===== src/rtl/lic_pkg.sv =====
package lic_pkg;
    localparam int CFG_W     = 32;
    localparam int DW_ADDR_W = 6;
    localparam int IO_ADDR_W = 16;
    localparam int LANES     = CFG_W / 8;

    localparam logic [DW_ADDR_W-1:0] CTL_DW = 6'h34;

    localparam int B_PROTO = 25;
    localparam int B_HIDE  = 24;
    localparam int B_BRK   = 21;
    localparam int SCR_LO  = 14;
    localparam int SCR_W   = 4;
    localparam int B_FPU   = 13;
    localparam int B_KBD   = 12;
    localparam int B_MSE   = 11;

    localparam logic [CFG_W-1:0] CTL_WMASK =
        (CFG_W'(1) << B_PROTO) | (CFG_W'(1) << B_HIDE) | (CFG_W'(1) << B_BRK) |
        (((CFG_W'(1) << SCR_W) - CFG_W'(1)) << SCR_LO) |
        (CFG_W'(1) << B_FPU) | (CFG_W'(1) << B_KBD) | (CFG_W'(1) << B_MSE);

    localparam logic [IO_ADDR_W-1:0] PORT_KBD = 16'h0060;
    localparam logic [IO_ADDR_W-1:0] PORT_FPU = 16'h00F0;

    typedef enum logic {LAT_IDLE, LAT_HELD} lat_state_e;
    typedef enum logic {FE_IDLE, FE_RAISED} fe_state_e;
endpackage


===== src/rtl/lic_sync.sv =====
module lic_sync #(
    parameter int             W       = 3,
    parameter int             STAGES  = 2,
    parameter logic [W-1:0]   RST_VAL = '0
) (
    input  logic         clk,
    input  logic         rst_n,
    input  logic [W-1:0] d_i,
    output logic [W-1:0] q_o
);
    logic [W-1:0] stg_q [STAGES];

    for (genvar s = 0; s < STAGES; s++) begin : g_stage
        always_ff @(posedge clk or negedge rst_n) begin
            if (!rst_n) begin
                stg_q[s] <= RST_VAL;
            end else begin
                stg_q[s] <= (s == 0) ? d_i : stg_q[(s == 0) ? 0 : s - 1];
            end
        end
    end

    assign q_o = stg_q[STAGES-1];
endmodule


===== src/rtl/lic_cfg_reg.sv =====
module lic_cfg_reg
    import lic_pkg::*;
(
    input  logic                 clk,
    input  logic                 rst_n,
    input  logic                 wr_i,
    input  logic [DW_ADDR_W-1:0] dw_addr_i,
    input  logic [LANES-1:0]     be_i,
    input  logic [CFG_W-1:0]     wdata_i,
    output logic [CFG_W-1:0]     rdata_o,
    output logic                 en_fpu_o,
    output logic                 en_kbd_o,
    output logic                 en_mse_o,
    output logic                 en_brk_o,
    output logic                 hide_o,
    output logic                 proto_o
);
    logic [CFG_W-1:0] ctl_q;
    logic             hit;

    assign hit = (dw_addr_i == CTL_DW);

    for (genvar ln = 0; ln < LANES; ln++) begin : g_lane
        always_ff @(posedge clk or negedge rst_n) begin
            if (!rst_n) begin
                ctl_q[ln*8 +: 8] <= '0;
            end else if (wr_i && hit && be_i[ln]) begin
                ctl_q[ln*8 +: 8] <= wdata_i[ln*8 +: 8] & CTL_WMASK[ln*8 +: 8];
            end
        end
    end

    always_comb begin
        rdata_o  = hit ? ctl_q : '0;
        en_fpu_o = ctl_q[B_FPU];
        en_kbd_o = ctl_q[B_KBD];
        en_mse_o = ctl_q[B_MSE];
        en_brk_o = ctl_q[B_BRK];
        hide_o   = ctl_q[B_HIDE];
        proto_o  = ctl_q[B_PROTO];
    end

    assert_rsvd_zero_R2: assert property (@(posedge clk) disable iff (!rst_n)
        ((rdata_o & ~CTL_WMASK) == '0));

    assert_no_lane_R3: assert property (@(posedge clk) disable iff (!rst_n)
        (wr_i && be_i == '0) |=> $stable(ctl_q));
endmodule


===== src/rtl/lic_irq_latch.sv =====
module lic_irq_latch
    import lic_pkg::*;
(
    input  logic clk,
    input  logic rst_n,
    input  logic en_i,
    input  logic lvl_i,
    input  logic clr_i,
    output logic irq_o
);
    lat_state_e st_q, st_d;
    logic       prev_q;
    logic       rise;

    assign rise = lvl_i & ~prev_q;

    always_ff @(posedge clk or negedge rst_n) begin
        if (!rst_n) begin
            st_q   <= LAT_IDLE;
            prev_q <= 1'b0;
        end else begin
            st_q   <= st_d;
            prev_q <= lvl_i;
        end
    end

    always_comb begin
        st_d = st_q;
        unique case (st_q)
            LAT_IDLE: if (en_i && rise)      st_d = LAT_HELD;
            LAT_HELD: if (!en_i)             st_d = LAT_IDLE;
                      else if (clr_i && !rise) st_d = LAT_IDLE;
            default:                         st_d = LAT_IDLE;
        endcase
    end

    always_comb begin
        irq_o = en_i ? (st_q == LAT_HELD) : lvl_i;
    end

    // R4 and R6 share this latch
    assert_hold_R4: assert property (@(posedge clk) disable iff (!rst_n)
        (en_i && irq_o && !clr_i) |=> (irq_o || !en_i));

    assert_capture_R4: assert property (@(posedge clk) disable iff (!rst_n)
        (en_i && rise) |=> (irq_o || !en_i));

    assert_release_R4: assert property (@(posedge clk) disable iff (!rst_n)
        (en_i && clr_i && !rise) |=> (!irq_o || !en_i));

    assert_edge_wins_R7: assert property (@(posedge clk) disable iff (!rst_n)
        (en_i && rise && clr_i) |=> (irq_o || !en_i));
endmodule


===== src/rtl/lic_fpu_err.sv =====
module lic_fpu_err
    import lic_pkg::*;
(
    input  logic clk,
    input  logic rst_n,
    input  logic en_i,
    input  logic fault_i,
    input  logic clr_i,
    output logic irq13_o,
    output logic ignne_n_o
);
    fe_state_e st_q, st_d;

    always_ff @(posedge clk or negedge rst_n) begin
        if (!rst_n) st_q <= FE_IDLE;
        else        st_q <= st_d;
    end

    always_comb begin
        st_d = st_q;
        unique case (st_q)
            FE_IDLE:   if (en_i && fault_i)  st_d = FE_RAISED;
            FE_RAISED: if (!en_i || clr_i)   st_d = FE_IDLE;
            default:                         st_d = FE_IDLE;
        endcase
    end

    always_comb begin
        irq13_o   = (st_q == FE_RAISED);
        ignne_n_o = (st_q != FE_RAISED);
    end

    assert_raise_R9: assert property (@(posedge clk) disable iff (!rst_n)
        (en_i && fault_i && !irq13_o) |=> irq13_o);

    assert_hold_R9: assert property (@(posedge clk) disable iff (!rst_n)
        (en_i && irq13_o && !clr_i) |=> (irq13_o && !ignne_n_o));

    assert_off_R10: assert property (@(posedge clk) disable iff (!rst_n)
        (!en_i) |=> (!irq13_o && ignne_n_o));
endmodule


===== src/rtl/legacy_irq_ctl.sv =====
module legacy_irq_ctl
    import lic_pkg::*;
(
    input  logic                 clk,
    input  logic                 rst_n,
    input  logic                 cfg_wr,
    input  logic [DW_ADDR_W-1:0] cfg_dw_addr,
    input  logic [LANES-1:0]     cfg_be,
    input  logic [CFG_W-1:0]     cfg_wdata,
    output logic [CFG_W-1:0]     cfg_rdata,
    input  logic                 irq1_raw,
    input  logic                 irq12_raw,
    input  logic                 ferr_n,
    input  logic                 io_strobe,
    input  logic                 io_write,
    input  logic [IO_ADDR_W-1:0] io_addr,
    output logic                 irq1_out,
    output logic                 irq12_out,
    output logic                 irq13_out,
    output logic                 ignne_n,
    output logic                 brk_evt,
    output logic                 hide_bridge,
    output logic                 req_proto_sel
);
    logic       en_fpu, en_kbd, en_mse, en_brk;
    logic [2:0] raw_vec, sync_vec;
    logic       kbd_clr, fpu_clr, fault;

    lic_cfg_reg u_cfg (
        .clk       (clk),
        .rst_n     (rst_n),
        .wr_i      (cfg_wr),
        .dw_addr_i (cfg_dw_addr),
        .be_i      (cfg_be),
        .wdata_i   (cfg_wdata),
        .rdata_o   (cfg_rdata),
        .en_fpu_o  (en_fpu),
        .en_kbd_o  (en_kbd),
        .en_mse_o  (en_mse),
        .en_brk_o  (en_brk),
        .hide_o    (hide_bridge),
        .proto_o   (req_proto_sel)
    );

    assign raw_vec = {ferr_n, irq12_raw, irq1_raw};

    lic_sync #(.W(3), .STAGES(2), .RST_VAL(3'b100)) u_sync (
        .clk   (clk),
        .rst_n (rst_n),
        .d_i   (raw_vec),
        .q_o   (sync_vec)
    );

    assign kbd_clr = io_strobe && !io_write && (io_addr == PORT_KBD);
    assign fpu_clr = io_strobe &&  io_write && (io_addr == PORT_FPU);
    assign fault   = ~sync_vec[2];

    lic_irq_latch u_kbd (
        .clk   (clk),
        .rst_n (rst_n),
        .en_i  (en_kbd),
        .lvl_i (sync_vec[0]),
        .clr_i (kbd_clr),
        .irq_o (irq1_out)
    );

    lic_irq_latch u_mse (
        .clk   (clk),
        .rst_n (rst_n),
        .en_i  (en_mse),
        .lvl_i (sync_vec[1]),
        .clr_i (kbd_clr),
        .irq_o (irq12_out)
    );

    lic_fpu_err u_fpu (
        .clk       (clk),
        .rst_n     (rst_n),
        .en_i      (en_fpu),
        .fault_i   (fault),
        .clr_i     (fpu_clr),
        .irq13_o   (irq13_out),
        .ignne_n_o (ignne_n)
    );

    assign brk_evt = en_brk & fault;

    assert_brk_R11: assert property (@(posedge clk) disable iff (!rst_n)
        (!cfg_rdata[B_BRK] && cfg_dw_addr == CTL_DW) |-> !brk_evt);
endmodule


===== config.mk =====
export PLATFORM = sky130hd
export DESIGN_NAME = legacy_irq_ctl
export DESIGN_NICKNAME = d
export VERILOG_FILES = /design/src/rtl/lic_pkg.sv /design/src/rtl/lic_sync.sv /design/src/rtl/lic_cfg_reg.sv /design/src/rtl/lic_irq_latch.sv /design/src/rtl/lic_fpu_err.sv /design/src/rtl/legacy_irq_ctl.sv
export SDC_FILE = /design/constraint.sdc
export NUM_CORES = 1
export LEC_CHECK = 0
export ABC_CLOCK_PERIOD_IN_PS = 800
export BUFFER_PORTS_ARGS = -buffer_cell sky130_fd_sc_hd__buf_2
export CORE_ASPECT_RATIO = 1.2
export CORE_MARGIN = 2
export CORE_UTILIZATION = 34
export CTS_BUF_LIST = sky130_fd_sc_hd__clkbuf_8
export CTS_CLUSTER_SIZE = 40
export DETAILED_ROUTE_END_ITERATION = 8
export PLACE_DENSITY = 0.8
export SLEW_MARGIN = 15
export SYNTH_ARGS = -nofsm -noshare
export SYNTH_HDL_FRONTEND = slang
export SYNTH_SLANG_ARGS = --single-unit
export TNS_END_PERCENT = 1

===== constraint.sdc =====
create_clock -name clk -period 0.8 [get_ports clk]
set_input_delay 0 -clock clk [delete_from_list [all_inputs] [get_ports clk]]
set_output_delay 0 -clock clk [all_outputs]
set_load 0.02 [all_outputs]

# Word level (Yosys, flattened, before mapping)
# Cells that the tools add are included.
op_classes:
  n_reduce_logical: 18
  n_mux: 14
  n_eq_ne: 3
  bitwise_logic: 9
ops:
  columns: ["op", "count"]
  rows:
  - ["$mux W26", 1]
  - ["$eq A16 B7 Y1 const B", 1]
  - ["$eq A16 B8 Y1 const B", 1]
  - ["$logic_and A1 B1 Y1", 13]
  - ["$mux W1", 10]
  - ["$eq A6 B6 Y1 const B", 1]
  - ["$not A1 Y1", 6]
  - ["$pmux W1 S2", 3]
  - ["$logic_not A1 Y1", 4]
  - ["$and A1 B1 Y1", 3]
  - ["$logic_or A1 B1 Y1", 1]
totals:
  wordCells: 54
  reg_bits: 21

# Logic depth before layout (Yosys ltp)
# Gate-level depths: netlist (run 1).
logic_depth:
  ltp_word: 7
  mapped_depth: 3

# Modules after synthesis
# Synthesis (run 1) repeated with hierarchy kept, for this count alone.
hier_totals:
  cells_unflattened: 96
  area_unflattened_um2: 1159.9
modules_own_cells:
  columns: ["module", "instances", "area_per_inst_um2", "cells_each"]
  rows:
  - ["lic_cfg_reg", 1, 664.4, 60]
  - ["lic_irq_latch", 2, 88.8, 6]
  - ["lic_sync", 1, 175.2, 9]
  - ["legacy_irq_ctl", 1, 82.6, 10]
  - ["lic_fpu_err", 1, 60.1, 5]

# Least setup slack after synthesis (run 1)
# Ideal clock, no wire load.
synth_timing:
  path_kind: "input port to flip-flop"
  from: "in cfg_dw_addr[0]"
  to: "reg u_cfg.ctl_q[24] (netlist: u_cfg.hide_o)"
  slack_ps: -188
  stages: 3
  t_required_ps: 675
  setup_ps: 125
  arrival_ps: 863
  path_cell_list: "nand4bb_4 -> nor3_1 -> mux2_2"
synth_via:
  elab_chain_len: 3
synth_rtl:
  columns: ["element", "line_no", "source"]
  rows:
  - ["start, declared", "legacy_irq_ctl.sv:7", "input logic [DW_ADDR_W-1:0] cfg_dw_addr,"]
  - ["$eq A6 B6 Y1", "lic_cfg_reg.sv:21", "assign hit = (dw_addr_i == CTL_DW);"]
  - ["$logic_and A1 B1 Y1", null, null]
  - ["$logic_and A1 B1 Y1", "lic_cfg_reg.sv:27", "end else if (wr_i && hit && be_i[ln]) begin"]
  - ["end signal, assigned by index", "lic_cfg_reg.sv:28", "ctl_q[ln*8 +: 8] <= wdata_i[ln*8 +: 8] & CTL_WMASK[ln*8 +: 8];"]
  - ["end, declared", "lic_cfg_reg.sv:18", "logic [CFG_W-1:0] ctl_q;"]
# No other way between the ends.
# A chain may end at the register's enable or synchronous reset.

# Worst setup path in the final report (run 1)
layout_timing:
  from: "reg u_cfg.ctl_q[11] (netlist: u_cfg.en_mse_o)"
  to: "out irq12_out"
layout_via:
  elab_chain_len: 1
layout_rtl:
  columns: ["element", "line_no", "source"]
  rows:
  - ["$mux W1", "lic_irq_latch.sv:38", "irq_o = en_i ? (st_q == LAT_HELD) : lvl_i;"]
  - ["end, declared", "legacy_irq_ctl.sv:18", "output logic irq12_out,"]
# No other way between the ends.

==> results.ini, run 1 <==
[power_and_ir_drop]
p_total_uw = 2320
p_leak_uw = 0.000886
peakVddDrop_uv = 807
power.density_nw_per_um2 = 1420

[detailed_routing]
drc = 0
antenna_left = 0
wl_met1_um = 795
route.met3.wl_um = 257
wl_mm = 2.29
dr.pass1.iters = 2
vias_per_cell = 4.37
wl_per_cell_um = 10.8
wl_met2_mm = 1.19
first_iter_violations = 28
via_count = 927
top_layer = met4

[timing]
rsz0062_at_grt = true
clock_skew_ps = 3.86
hold_violations = 0
min_period_ps = 1130
whs_ps = 70.0
fmax_mhz = 886
fin_crit_sh_pct = 141
fin_ws_ps = -328
drv_slew = 0
setup_viol = 27

[worst_setup_path]
worst_path_max_delay_cell = dfrtp_1
path_max_fanout = 4
cp_slowest_stage_delay_ps = 420
worst-r2r-cell-count = 2
crit_arrival_ps = 1130
cp_num_buf_inv = 1
critPathCaptureType = primary output
worst_setup_path_start_kind = flop
cp.depth = 2
path_class = reg2out
critPathRequiredTime_ps = 800
cp_cell_sequence = mux2_4 -> buf_6
crit_family = flip-flops

[synthesis]
synth-edff-count = 0
synth_top_area_share_pct = 43.4
yosysTopAreaCell = dfrtp_1
synthArstFlopShare_pct = 100
synth_most_common_cell = buf_4
synth_area_per_cell_um2 = 11.5
syn_inst = 95
ys.warnings.count = 0
netlist_top_cells_count = buf_4, dfrtp_1, mux2_2
synth_ff_type = dfrtp_1
ys_types = 23
synthTopCellsByArea = dfrtp_1, buf_4, mux2_2
ys_ff_latch = 21
netlist_area_um2 = 1090
seq_area_frac_synth_pct = 48.2

[flow_run]
cap_violations = 0

[cells_and_area]
finalNonFillerCells = 212
layout-drive-gt1-share_pct = 51.1
final_nets = 243
synthToLayoutAreaGrowth_pct = 49.1
n_antenna_cell = 0
fillers = 283
final-seq-area_um2 = 528
design_area_um2 = 1630
multi_input_area_um2 = 500

[floorplanning]
rows = 22
chipHeight_um = 66.2
fp.dieArea_um2 = 3690
die_w_um = 55.8
start_util_pct = 35.8
core_area_um2 = 3060
ios = 105

[global_routing]
grt_usage_pct = 13.9
grt_pass1_wl_mm = 3.92
overflow = 0
grt_max_degree = 22
grt_pass1_vias = 981
grt_antenna_before_repair = 0

[run_status]
status = complete, but fails checks
violations = setup timing

[clocking]
cts_tree = built
clk_path_buf_depth = 2
cts.sinks = 21
cts_root_buf = clkbuf_8
insertion_delay_ps = 260
htreeDepth = 1
numCtsBuffers = 3
clkTransAtPathRegs_ps = 80

[placed_design]
dp.cells = 193
io_buffer_count = 59
hpwl_mm = 1.72
place_congestion = 0.725
dpl_cell_area_um2 = 1400

[hold_path]
whs_path_depth = 3
hold_class = in2reg

-- metal layers --
layer | up-vias | global-route usage, %
met3 | 6 | 3.33
met2 | 69 | 27.7
li1 | 437 | -
met1 | 415 | 12.8
met4 | 0 | 7.32
met5 | - | 0
-- stage by stage --
| step | setup WS [ps] | utilization (%) | setup TNS (ps) |
|---|---|---|---|
| 6_report | -328 | 53.4 | -3170 |
| 5_1_grt | -375 | 53.4 | -4680 |
| 2_1_floorplan | -160 | - | -1790 |
| 4_1_cts | -329 | 53.2 | -3390 |
| 3_5_place_dp | -369 | 45.7 | -5380 |
| 3_3_place_gp | -344 | 45.7 | -5280 |
-- flip-flops by register name, summed over array words and instances, names as in the netlist --
register,flops
u_cfg.ctl_q,4
u_sync.q_o,3
u_sync.stg_q,3
u_cfg.en_brk_o,1
u_cfg.en_fpu_o,1
u_cfg.en_kbd_o,1
u_cfg.en_mse_o,1
u_cfg.hide_o,1
u_cfg.proto_o,1
u_fpu.irq13_o,1
u_kbd.prev_q,1
u_kbd.st_q,1
u_mse.prev_q,1
u_mse.st_q,1
-- worst min-delay path, cell delays in order --
cell	delay [ps]
buf_2	80
and3_1	130
a31oi_1	70
-- worst paths after layout --
check / start / endpoint / slack (ps)
hold reg to reg: u_sync.stg_q[4]$_DFF_PN0_ / u_sync.q_o[1]$_DFF_PN0_ / 350
setup reg to reg: u_cfg.en_kbd_o$_DFFE_PN0P_ / u_cfg.en_kbd_o$_DFFE_PN0P_ / -90
min in group asynchronous: rst_n / u_sync.stg_q[3]$_DFF_PN0_ / 230
max in group asynchronous: rst_n / u_sync.stg_q[5]$_DFF_PN1_ / 220
hold / removal: io_write / u_fpu.irq13_o$_DFF_PN0_ / 70
setup / recovery: u_cfg.en_mse_o$_DFFE_PN0P_ / irq12_out / -330
-- what timing repair did --
action,CTS,global route
setup buffers,1,0
hold endpoints to repair,32,0
gates resized for setup,14,2
pin swaps,2,0
hold buffers,14,0
endpoints found under the setup margin,30,30
-- where the power goes --
| group | switching (uW) | leakage (uW) | internal [uW] |
|---|---|---|---|
| Clock | 339 | 0.0000255 | 347 |
| Sequential | 36.4 | 0.000269 | 1130 |
| Combinational | 240 | 0.000592 | 226 |
| Total | 616 | 0.000886 | 1700 |
-- final cells by class --
class,count,share of cell area [%]
multi-input cells,71,30.7
well taps,36,2.76
inverters,2,0.460
clock buffers,3,2.53
repair buffers,78,31.0
clock inverters,1,0.307
flip-flops and latches,21,32.3
-- cells in the final DEF (no fill, tap or decap), types with 2 or more instances in the layout --
| master | instances |
|---|---|
| buf_4 | 3 |
| mux2_2 | 11 |
| a21oi_1 | 2 |
| nor3_4 | 2 |
| o21ai_1 | 2 |
| buf_6 | 6 |
| dfstp_2 | 2 |
| dlygate4sd3_1 | 14 |
| nor2b_1 | 5 |
| clkbuf_8 | 3 |
| nor3_1 | 2 |
| buf_2 | 55 |
| nand2_1 | 3 |
| dfrtp_1 | 19 |
| and2_1 | 9 |
| conb_1 | 22 |
-- logic make-up after synthesis --
| kind of cell | after synthesis | share of synthesized area, % |
|---|---|---|
| other | 1 | 0.343 |
| AO/OA/AOI/OAI | 6 | 2.86 |
| multiplexers | 12 | 12.3 |
| AND/OR/NAND/NOR | 31 | 20.5 |
| flip-flops | 21 | 48.2 |
| buffers and inverters | 24 | 15.8 |
No activity file was read; power rests on OpenSTA's default activity.
==> run 2: changes to the inputs <==
--- a/config.mk
+++ b/config.mk
@@ -5,15 +5,15 @@
 export SDC_FILE = /design/constraint.sdc
 export NUM_CORES = 1
 export LEC_CHECK = 0
-export ABC_CLOCK_PERIOD_IN_PS = 800
+export ABC_CLOCK_PERIOD_IN_PS = 1400
 export BUFFER_PORTS_ARGS = -buffer_cell sky130_fd_sc_hd__buf_2
 export CORE_ASPECT_RATIO = 1.2
 export CORE_MARGIN = 2
-export CORE_UTILIZATION = 34
+export CORE_UTILIZATION = 40
 export CTS_BUF_LIST = sky130_fd_sc_hd__clkbuf_8
 export CTS_CLUSTER_SIZE = 40
 export DETAILED_ROUTE_END_ITERATION = 8
-export PLACE_DENSITY = 0.8
+export PLACE_DENSITY = 0.88
 export SLEW_MARGIN = 15
 export SYNTH_ARGS = -nofsm -noshare
 export SYNTH_HDL_FRONTEND = slang
==> constraint.sdc (replaced) <==
create_clock -name clk -period 1.4 [get_ports clk]
set_input_delay 0 -clock clk [delete_from_list [all_inputs] [get_ports clk]]
set_output_delay 0 -clock clk [all_outputs]
set_load 0.02 [all_outputs]
==> results.ini, run 2 (synthesis results as in run 1) <==
[floorplanning]
fp.dieArea_um2 = 3170
core_area_um2 = 2580
start_util_pct = 42.5
die_w_um = 51.8
chipHeight_um = 61.3
rows = 20
ios = 105

[global_routing]
overflow = 0
grt_pass1_wl_mm = 3.08
grt_max_degree = 22
grt_usage_pct = 13.4
grt_pass1_vias = 828
grt_antenna_before_repair = 0

[cells_and_area]
final_nets = 239
layout-drive-gt1-share_pct = 47.1
final_common_cell = buf_2
design_area_um2 = 1540
largest_reg_flops = 4
n_antenna_cell = 0
layout_common_cells = buf_2, conb_1, dfrtp_1
synthToLayoutAreaGrowth_pct = 40.6
regMostFlops = u_cfg.ctl_q
fillers = 229

[clocking]
cts_root_buf = clkbuf_8
cts_hold_buf = 14
clk_path_buf_depth = 2
htreeDepth = 1
cts.sinks = 21
clkTransAtPathRegs_ps = 70
insertion_delay_ps = 250
numCtsBuffers = 3
cts_tree = built
cts_resized = 0
post_cts_buffers = 0

[placed_design]
pre_cts_slack_ps = 204
place_congestion = 0.692
hpwl_mm = 1.68
dpl_cell_area_um2 = 1350
io_buffer_count = 59

[detailed_routing]
wl_met1_um = 795
vias_per_cell = 4.29
wl_per_cell_um = 10.3
dr.pass1.iters = 4
wl_mm = 2.12
route.met3.wl_um = 225
via_count = 880
wl_met2_mm = 1.10
antenna_left = 0
first_iter_violations = 6
top_layer = met3
drc = 0

[power_and_ir_drop]
p_leak_uw = 0.000838
power.density_nw_per_um2 = 841
p_total_uw = 1290
peakVddDrop_uv = 515

[timing]
clock_skew_ps = 0.421
hold_violations = 0
min_period_ps = 1140
fmax_mhz = 875
fin_crit_sh_pct = 81.6
drv_slew = 0
fin_ws_ps = 257
rsz0062_at_grt = false
setup_viol = 0
setup-tns-final_ps = 0

[hold_path]
hold_class = in2reg

[worst_setup_path]
critPathRequiredTime_ps = 1400
crit_arrival_ps = 1140
worst_setup_path_start_kind = flop
path_class = reg2out
path_max_fanout = 4
critPathCaptureType = primary output

[run_status]
status = complete, no violations

[flow_run]
cap_violations = 0

run 2: changes by cell type in the layout (fill, tap and decap cells not counted), sizes merged:
cell and change:
buf -4
run 2: area by class of cell:
type	count	area (um^2)	area share (%)
clock buffers	3	41.3	2.68
clock inverters	1	5.00	0.325
inverters	2	7.51	0.488
multi-input cells	71	473	30.7
flip-flops and latches	21	528	34.3
well taps	33	41.3	2.68
repair buffers	74	443	28.8
run 2: path summary, 6_finish.rpt:
path	startpoint	end	slack, ps	depth (start not counted)
max in group asynchronous	rst_n	u_sync.stg_q[5]$_DFF_PN1_	820	2
min in group asynchronous	rst_n	u_sync.q_o[0]$_DFF_PN0_	240	2
setup / recovery	u_cfg.en_mse_o$_DFFE_PN0P_	irq12_out	260	2
hold reg to reg	u_sync.stg_q[5]$_DFF_PN1_	u_sync.q_o[2]$_DFF_PN1_	360	0
hold / removal	io_write	u_fpu.irq13_o$_DFF_PN0_	80	3
setup reg to reg	u_sync.q_o[2]$_DFF_PN1_	u_fpu.irq13_o$_DFF_PN0_	500	3
run 2: per-layer routing:
layer / global-route usage, % / vias up
met3: 2.43 / 0
met2: 28.4 / 65
met1: 12.6 / 384
li1: - / 431
met5: 0 / -
met4: 4.51 / 0
run 2: worst max-delay path, stage by stage, from the launching register on:
cell	delay, ps
dfrtp_1	380
mux2_2	350
buf_2	160
run 2: report_power, final:
group	internal [uW]	switching, uW
sequential	647	20.1
clock	198	188
combinational	113	128
total	957	336
run 2: per-stage QoR:
step / hold WS [ps] / instances / utilization, %
final: 76.8 / 205 / 59.7
after global routing: 108 / 205 / 59.7
after CTS: 74.0 / 205 / 59.7
after detailed placement: -15.5 / 187 / 52.5
after global placement: -25.8 / 187 / 52.5
after floorplan: -296 / 116 / -
==> run 3: changes to the inputs <==
--- a/config.mk
+++ b/config.mk
@@ -5,15 +5,15 @@
 export SDC_FILE = /design/constraint.sdc
 export NUM_CORES = 1
 export LEC_CHECK = 0
-export ABC_CLOCK_PERIOD_IN_PS = 1400
+export ABC_CLOCK_PERIOD_IN_PS = 1100
 export BUFFER_PORTS_ARGS = -buffer_cell sky130_fd_sc_hd__buf_2
 export CORE_ASPECT_RATIO = 1.2
 export CORE_MARGIN = 2
-export CORE_UTILIZATION = 40
+export CORE_UTILIZATION = 37
 export CTS_BUF_LIST = sky130_fd_sc_hd__clkbuf_8
 export CTS_CLUSTER_SIZE = 40
 export DETAILED_ROUTE_END_ITERATION = 8
-export PLACE_DENSITY = 0.88
+export PLACE_DENSITY = 0.82
 export SLEW_MARGIN = 15
 export SYNTH_ARGS = -nofsm -noshare
 export SYNTH_HDL_FRONTEND = slang
==> constraint.sdc (replaced) <==
create_clock -name clk -period 1.1 [get_ports clk]
set_input_delay 0 -clock clk [delete_from_list [all_inputs] [get_ports clk]]
set_output_delay 0 -clock clk [all_outputs]
set_load 0.02 [all_outputs]
==> results.ini, run 3 (synthesis results as in run 1) <==
[cells_and_area]
final_nets = 241
layout-drive-gt1-share_pct = 47.1
regMostFlops = u_cfg.ctl_q
finalNonFillerCells = 208
layout_common_cells = buf_2, conb_1, dfrtp_1
fillers = 265
n_antenna_cell = 0
synthToLayoutAreaGrowth_pct = 43.8
largest_reg_flops = 4
final_common_cell = buf_2

[placed_design]
io_buffer_count = 59
pre_cts_slack_ps = -113
hpwl_mm = 1.71
dp.cells = 189
place_congestion = 0.734

[worst_setup_path]
crit_arrival_ps = 1110
cp-startpoint = u_cfg.en_kbd_o$_DFFE_PN0P_
reg2reg_setup_slack_ps = 190
r2r-end = u_cfg.en_mse_o$_DFFE_PN0P_
cp_slowest_stage_delay_ps = 410
critPathRequiredTime_ps = 1100
r2r_start = u_cfg.en_mse_o$_DFFE_PN0P_
worst_path_max_delay_cell = dfrtp_1
crit_family = flip-flops
critPathCaptureType = primary output
cp.depth = 2
worst-r2r-cell-count = 2
worst_setup_path_start_kind = flop
path_class = reg2out
cp_num_buf_inv = 1
cp_cell_sequence = mux2_4 -> buf_6
path_max_fanout = 4

[detailed_routing]
vias_per_cell = 4.38
wl_mm = 2.24
first_iter_violations = 0
antenna_left = 0
drc = 0
wl_per_cell_um = 10.7
dr.pass1.iters = 1
via_count = 911

[timing]
fin_crit_sh_pct = 101
setup_viol = 2
drv_slew = 0
clock_skew_ps = 0.702
min_period_ps = 1110
fmax_mhz = 902
rsz0062_at_grt = true
hold_violations = 0
fin_ws_ps = -8.86

[global_routing]
grt_pass1_wl_mm = 3.65
grt.busiest_layer = met2
use_met3_pct = 2.37
met2_usage_pct = 25.5
grt_pass1_vias = 872
overflow = 0
use_met1_pct = 17.5
grt_usage_pct = 14.7
grt_max_degree = 22
grt_antenna_before_repair = 0

[floorplanning]
chipHeight_um = 63.6
rows = 21
ios = 105
core_area_um2 = 2810
fp.dieArea_um2 = 3410
die_w_um = 53.7
start_util_pct = 38.9

[clocking]
numCtsBuffers = 3
cts.sinks = 21
htreeDepth = 1
insertion_delay_ps = 260
clk_path_buf_depth = 2
clkTransAtPathRegs_ps = 70
cts_tree = built
cts_root_buf = clkbuf_8

[hold_path]
min_to = u_fpu.irq13_o$_DFF_PN0_
hold_class = in2reg
hold_start = io_write
whs_path_depth = 3

[flow_run]
cap_violations = 0

[power_and_ir_drop]
power.density_nw_per_um2 = 1060
p_leak_uw = 0.000861
p_total_uw = 1660
peakVddDrop_uv = 742

[run_status]
violations = setup timing
status = complete, but fails checks

==> run 3: area by class of cell <==
cell class                      count  area (um^2)  area share [%]
Clock inverter                      1         3.75           0.238
Inverter                            2         7.51           0.477
Sequential cell                    21          528            33.5
Clock buffer                        3         41.3            2.62
Tap cell                           34         42.5            2.70
Multi-Input combinational cell     71          480            30.5
Timing Repair Buffer               76          470            29.9
==> run 3: metrics by stage <==
step	util [%]	TNS, ps	hold WS [ps]	area, um^2
finish	56.0	-17.2	75.4	1570
global route	56.0	-144	77.5	1570
CTS	55.6	-51.8	72.1	1560
detailed placement	48.4	-857	-24.6	1360
global placement	48.4	-533	-28.7	1360
floorplan	-	0	-296	1170
==> run 3: power breakdown <==
part	internal, uW	switching (uW)
combinational	159	169
sequential	823	26.7
clock	249	237
==> run 3: what timing repair did <==
| action | in CTS | in global routing |
|---|---|---|
| setup endpoints to repair | 2 | 3 |
| hold endpoints to repair | 32 | 0 |
| setup buffers | 1 | 0 |
| resized for setup | 3 | 3 |
| hold buffers | 14 | 0 |
| pin swaps | 0 | 0 |
==> run 3: worst register-to-register path, stage by stage, from the launching register on <==
cell     delay [ps]
dfrtp_1         400
buf_4           150
mux2_2          250
==> run 3: worst max-delay path by stage <==
stage               slack (ps)                     endpoint
finish                      -9                     irq1_out
global route               -60                     irq1_out
CTS                        -30                     irq1_out
detailed placement        -110   u_cfg.en_fpu_o$_DFFE_PN0P_
global placement           -60  u_cfg.ctl_q[14]$_DFFE_PN0P_
floorplan                  110     u_cfg.hide_o$_DFFE_PN0P_
==> run 3: layer usage <==
layer / wire, um / vias to the layer above
met3: 243 / 4
li1: - / 433
met2: 1110 / 68
met1: 846 / 406
met5: 0 / -
met4: 38 / 0
